**config.mk**
```make
export PLATFORM = sky130hd
export DESIGN_NAME = scsi_int_status
export DESIGN_NICKNAME = d
export VERILOG_FILES = /design/src/rtl/scsi_int_status.sv
export SDC_FILE = /design/constraint.sdc
export NUM_CORES = 1
export LEC_CHECK = 0
export ABC_AREA = 0
export CORE_MARGIN = 5
export CORE_UTILIZATION = 40
export DETAILED_ROUTE_END_ITERATION = 16
export PLACE_DENSITY = 0.77
export SLEW_MARGIN = 30
export SYNTH_ARGS = -nofsm -noshare
export SYNTH_HDL_FRONTEND = slang
export SYNTH_SLANG_ARGS = --single-unit
```
**constraint.sdc**
```tcl
create_clock -name clk -period 2.3 [get_ports clk]
set_input_delay 0.69 -clock clk [delete_from_list [all_inputs] [get_ports clk]]
set_output_delay 0.69 -clock clk [all_outputs]
set_load 0.01 [all_outputs]
```
**src/rtl/scsi_int_status.sv**
```systemverilog
module scsi_int_status #(
  parameter int              AW        = 3,
  parameter logic [AW-1:0]   A_STAT    = 0,
  parameter logic [AW-1:0]   A_REASON  = 1,
  parameter logic [AW-1:0]   A_SEQ     = 2,
  parameter logic [AW-1:0]   A_CFG     = 3,
  parameter logic [AW-1:0]   A_CSTAT   = 4,
  parameter logic [2:0]      SEQ_DONE  = 3'd4,
  parameter logic [2:0]      PH_STATUS = 3'd3,
  parameter logic [7:0]      CFG_INIT  = 8'h07,
  parameter int              RRD_BIT   = 6
) (
  input  logic          clk,
  input  logic          rst_n,
  input  logic          reg_rd,
  input  logic          reg_wr,
  input  logic [AW-1:0] reg_addr,
  input  logic [7:0]    reg_wdata,
  output logic [7:0]    reg_rdata,
  input  logic          ev_soft_rst,
  input  logic          ev_cmd_done,
  input  logic [7:0]    ev_cmd_status,
  input  logic          ev_dma_done,
  input  logic          ev_bus_reset,
  input  logic          ev_sel_off,
  input  logic          ev_sel_on,
  output logic          irq,
  output logic [7:0]    stat_o,
  output logic [7:0]    reason_o,
  output logic [2:0]    seq_o
);
  localparam int         ST_INT  = 7;
  localparam int         ST_TC   = 4;
  localparam logic [7:0] RS_RST  = 8'h80;
  localparam logic [7:0] RS_BSVC = 8'h10;
  localparam logic [7:0] ST_DONE = {1'b1, 2'b00, 1'b1, 1'b0, PH_STATUS};

  logic [7:0] stat_q, reason_q, cfg_q, cstat_q, hbyte_q;
  logic [2:0] seq_q;
  logic       hold_q, irq_q;

  logic [7:0] n_stat, n_reason, n_cfg, n_cstat, n_hbyte;
  logic [2:0] n_seq;
  logic       n_hold;

  wire ack = reg_rd && (reg_addr == A_REASON);

  always_comb begin
    n_stat   = stat_q;
    n_reason = reason_q;
    n_seq    = seq_q;
    n_cfg    = cfg_q;
    n_cstat  = cstat_q;
    n_hold   = hold_q;
    n_hbyte  = hbyte_q;

    if (reg_wr && reg_addr == A_CFG) n_cfg = reg_wdata;

    if (ack) begin
      n_reason       = 8'h00;
      n_stat[ST_TC]  = 1'b0;
      n_stat[ST_INT] = 1'b0;
      n_seq          = SEQ_DONE;
      if (hold_q) begin
        n_stat   = ST_DONE;
        n_reason = RS_BSVC;
        n_seq    = 3'd0;
        n_cstat  = hbyte_q;
        n_hold   = 1'b0;
      end
    end

    if (ev_cmd_done) begin
      if (n_stat[ST_INT]) begin
        n_hold  = 1'b1;
        n_hbyte = ev_cmd_status;
      end else begin
        n_stat   = ST_DONE;
        n_reason = RS_BSVC;
        n_seq    = 3'd0;
        n_cstat  = ev_cmd_status;
      end
    end

    if (ev_dma_done) begin
      n_stat[ST_TC]  = 1'b1;
      n_stat[ST_INT] = 1'b1;
      n_reason       = RS_BSVC;
      n_seq          = 3'd0;
    end

    if (ev_bus_reset) begin
      n_reason = RS_RST;
      if (!cfg_q[RRD_BIT]) n_stat[ST_INT] = 1'b1;
    end

    if (ev_sel_off) begin
      n_reason       = 8'h00;
      n_stat[ST_INT] = 1'b1;
    end

    if (ev_sel_on) n_reason = 8'h00;

    if (ev_soft_rst) begin
      n_stat   = 8'h00;
      n_reason = 8'h00;
      n_seq    = 3'd0;
      n_cfg    = CFG_INIT;
      n_cstat  = 8'h00;
      n_hold   = 1'b0;
      n_hbyte  = 8'h00;
    end
  end

  always_ff @(posedge clk or negedge rst_n) begin
    if (!rst_n) begin
      stat_q   <= 8'h00;
      reason_q <= 8'h00;
      seq_q    <= 3'd0;
      cfg_q    <= CFG_INIT;
      cstat_q  <= 8'h00;
      hold_q   <= 1'b0;
      hbyte_q  <= 8'h00;
      irq_q    <= 1'b0;
    end else begin
      stat_q   <= n_stat;
      reason_q <= n_reason;
      seq_q    <= n_seq;
      cfg_q    <= n_cfg;
      cstat_q  <= n_cstat;
      hold_q   <= n_hold;
      hbyte_q  <= n_hbyte;
      irq_q    <= n_stat[ST_INT];
    end
  end

  always_comb begin
    case (reg_addr)
      A_STAT:   reg_rdata = stat_q;
      A_REASON: reg_rdata = reason_q;
      A_SEQ:    reg_rdata = {5'd0, seq_q};
      A_CFG:    reg_rdata = cfg_q;
      A_CSTAT:  reg_rdata = cstat_q;
      default:  reg_rdata = 8'h00;
    endcase
  end

  assign irq      = irq_q;
  assign stat_o   = stat_q;
  assign reason_o = reason_q;
  assign seq_o    = seq_q;
endmodule


```
Yosys cells after proc, flatten, opt, wreduce, memory -nomap -nowiden
Index checks and enable logic that the tools add are counted.

Input port bits: 29. Output and inout port bits: 28. Flip-flop bits (word level): 45.

Mux-type cells: 40. Reductions and logical operators: 7. Equality and inequality tests: 4.

Operator list (number): $mux W8 (22); $pmux W8 S5 (1); $mux W3 (6); $mux W1 (9); $mux W7 (1); $eq A3 B2 Y1 const B (2); $reduce_bool A2 Y1 (3); $mux W5 (1); $eq A3 B1 Y1 const B (1); $eq A3 B3 Y1 const B (1); $logic_not A3 Y1 (1); $logic_and A1 B1 Y1 (2); $reduce_and A2 Y1 (1).

Logic depth before layout (Yosys ltp)
Word-level depth: 10. Gate-level depth with buffers: 7. Mapped depth without buffers: 3.

Least setup slack after synthesis
No wires, ideal clock.

Path type: input-to-output. From: input reg_addr[1]. To: output reg_rdata[1]. Stages: 4. Path buffers: 2. Data arrival time: 1.529 ns. Slack: 0.081 ns. Required time: 1.610 ns. Path through: buf_2 clkbuf_1 a22oi_1 o22ai_1.

Longest elaborated chain between the ends: 2. Elaborated cells on any way between the ends: 6. Classes of those cells: eq/ne (4); mux (1); reduce/logical (1).

Ends and longest elaborated chain: start: declaration (line 17) `input logic [AW-1:0] reg_addr,`; $eq A3 B3 Y1 (tied with other cells) (line 138) `case (reg_addr)`; $pmux W8 S5 * (line 138); end: declaration (line 19) `output logic [7:0] reg_rdata,`.

Every way passes the cells marked *; elsewhere a longest branch is shown, timed or not.

Final worst setup path
From: input reg_addr[0]. To: output reg_rdata[1].

Same word-level chain as after synthesis.

==> impl_results.md <==
* CP Launch Point: reg_addr[0]
* Worst skew pair latency at 0.30 ns
* Fmax at 434 MHz
* CP endpoint: reg_rdata[1]
* Pwr/cell area at 508 mW/mm^2
* Worst setup path category: input port to output port
* DR WL met2 at 3.62 mm
* Synth cell count leaders: dfrtp_1, nand2_1, mux2i_1
* Fin nets at 346
* Place WS at -0.934 ns
* Crit-path slowest cell: mux2_2
* # diodes at 0
* Slew margin rel. at 56.7%
* Worst EP required at 1.61 ns
* Main flop type after synthesis: dfrtp_1
* Outcome: complete, but fails checks
* Seq. cell area at 0.00110 sq mm
* Largest stage delay, worst path at 0.35 ns
* Drt drc at 0
* Yosys warns at 0
* Fin util at 55.8%
* Largest fanout on the critical path at 6
* HP Class: input port to asynchronous set/reset pin
* Final Max Tran Viols at 0
* Fin crit period at 2.31 ns
* Flop-to-flop setup slack at 0.70 ns
* IR Drop Worst-Case VDD at 340 uV
* Layout cell share with drive strength beyond 1 at 26.4%
* Drt total wl at 6.99 mm
* Port Buffer Count at 56
* TritonCTS buffer count at 5
* Pin count of the biggest net entering global routing at 45
* Top-count cell post-synth: dfrtp_1
* Sum Neg Setup Slack at -0.00680 ns
* Post-Syn Area per Cell at 10.2 sq um
* Period Utilization, post-route at 100%
* First drt pass iteration count at 4
* Overflow after GRT at 0
* Routed len/inst at 17.7 microns
* Crit path launch type: input port
* Async set-reset flop share out of synthesis at 100%
* Ports at 57
* Seq/Total Area, Yosys at 43.8%
* DP HPWL at 5.05 mm
* Worst-path cell chain: buf_6 > mux2_2 > a22oi_2 > o22ai_1 > buf_2
* Die height at 89.4 microns
* Hold Vio Cnt, Final at 0
* DRT antenna net count at 0
* Count of cell types in the netlist at 46
* Clk sinks at 44
* Core ar. at 0.00624 sq mm
* GRT Util Overall at 18.2%
* Vias in the first global route at 2227
* Initial DRC count at 69
* CTS tree: done
* Worst-Margin Slew at 0.650 ns
* Synth top area share at 40.7%
* Post-Synthesis Cells at 246
* Global-route wire length before repair at 11.1 mm
* Worst reg2reg startpoint: hold_q$_DFF_PN0_
* Metal3 WL at 428 microns
* RR Endpoint: hbyte_q[2]$_DFFE_PN0P_
* Row cnt at 29
* Setup WS post-layout at -0.00680 ns
* Routed vias at 2186
* Clk slew on worst S/H paths at 0.10 ns
* CP Data Arrival Time at 1.62 ns
* Detail-routed via count per cell at 5.53
* Chip width at 89.4 microns
* Top cells by area, synth: dfrtp_1, mux2i_1, nand2_1, nor3b_1, dfstp_2
* Mapped Area at 0.00252 sq mm
* Fill count at 544
* Worst Setup End Kind: output port
* LEAKAGE at 1.44 nW
* #FFs+latches synth at 44
* Min Hold Slack at 0.466 ns
* Initial antenna violation count at 0
* Layout area overhead at 38.1%
* Top sig layer: met4
* Max-Cap Viols at 0
* Clk buf depth at 2
* EDFF count, synth at 0
* Failing checks: negative setup slack
* Yosys top cell by area: dfrtp_1
* H-tree depth at 2
* Area of the multi-input gates at 0.00133 sq mm
* GPL Wtd Cong at 0.863
* Clk_skew at 0.0111 ns
* Reg2reg path depth at 4
* Die ar. at 0.00799 sq mm
* Metal-1 WL at 2.89 mm
* Final-report setup violation count at 1
* Net Count, Synth at 275
* Initial Utilization at 40.4%
* Root Driver: clkbuf_8
[report_power, final]
part           total, W  leakage, nW  internal (W)  switching, W
clock          0.000611       0.0583      0.000327      0.000284
sequential     0.000833        0.588      0.000803     0.0000309
combinational  0.000325        0.792      0.000174      0.000152
total           0.00177         1.44       0.00130      0.000466
[through the flow]
step           power [W]  instance area [sq um]  cells
6_report         0.00177                   3480    395
4_1_cts          0.00178                   3460    395
3_5_place_dp     0.00116                   3290    384
2_1_floorplan   0.000991                   2520    246
3_3_place_gp     0.00115                   3290    384
5_1_grt          0.00184                   3480    395
[metal layers]
metal | vias to the layer above | global-route usage [%]
li1 | 1031 | -
met1 | 1095 | 23.9
met2 | 53 | 30.3
met3 | 7 | 4.61
met4 | 0 | 3.79
met5 | - | 0
[how the worst min path moves through the flow]
stage,start,endpoint,slack (ns),cells after the start
3_5_place_dp,cfg_q[1]$_DFFE_PN1P_,cfg_q[1]$_DFFE_PN1P_,0.48,2
3_3_place_gp,cfg_q[1]$_DFFE_PN1P_,cfg_q[1]$_DFFE_PN1P_,0.47,2
6_report,rst_n,cfg_q[7]$_DFFE_PN0P_,0.47,2
4_1_cts,rst_n,reason_o[2]$_DFF_PN0_,0.48,2
5_1_grt,rst_n,hbyte_q[6]$_DFFE_PN0P_,0.52,2
2_1_floorplan,rst_n,cfg_q[3]$_DFFE_PN0P_,0.39,0
[flip-flops by register name, summed over array words and instances (netlist names)]
register / count
cfg_q: 8
cstat_q: 8
hbyte_q: 8
hold_q: 1
irq: 1
reason_o: 8
seq_o: 3
stat_o: 7
[cells by family after synthesis]
kind of cell | after synthesis | share of synthesized area (%)
flip-flops | 44 | 43.8
multiplexers | 25 | 10.5
buffers and inverters | 35 | 6.95
AO/OA/AOI/OAI | 51 | 15.5
AND/OR/NAND/NOR | 91 | 23.2
[critical path, delay by kind of cell]
family | cells | cell delay (ns)
buffers and inverters | 2 | 0.26
muxes | 1 | 0.35
AOI/OAI and AO/OA | 2 | 0.31
[cell type report]
type | instances | area share, %
flip-flops and latches | 44 | 31.7
clock buffers | 5 | 1.98
inverters | 9 | 0.971
well taps | 77 | 2.77
clock inverters | 3 | 1.37
repair buffers | 90 | 23.0
multi-input cells | 167 | 38.1
[cell usage in the layout (no fill, tap or decap), types with 3 or more instances in the layout]
cell,count
mux2i_1,17
o2bb2ai_1,5
and2_1,9
clkdlybuf4s50_1,44
nor4b_2,4
dfstp_2,3
buf_6,5
buf_2,9
o311a_1,7
nand2_1,37
o22ai_1,3
a21oi_1,6
a2bb2oi_2,5
nor3b_1,14
inv_1,9
a31oi_1,8
clkbuf_8,5
mux2i_4,3
mux2i_2,3
o21a_1,4
buf_4,28
nor3_1,4
nand3_1,4
dfrtp_1,41
[what timing repair did]
item / in CTS / in global routing
hold endpoints to repair: 0 / 0
setup endpoints to repair: 35 / 6
hold buffers: 0 / 0
setup buffers: 3 / 0
pin swaps: 3 / 0
gates resized for setup: 58 / 10
Note: power is estimated with default switching activity, not from simulation.
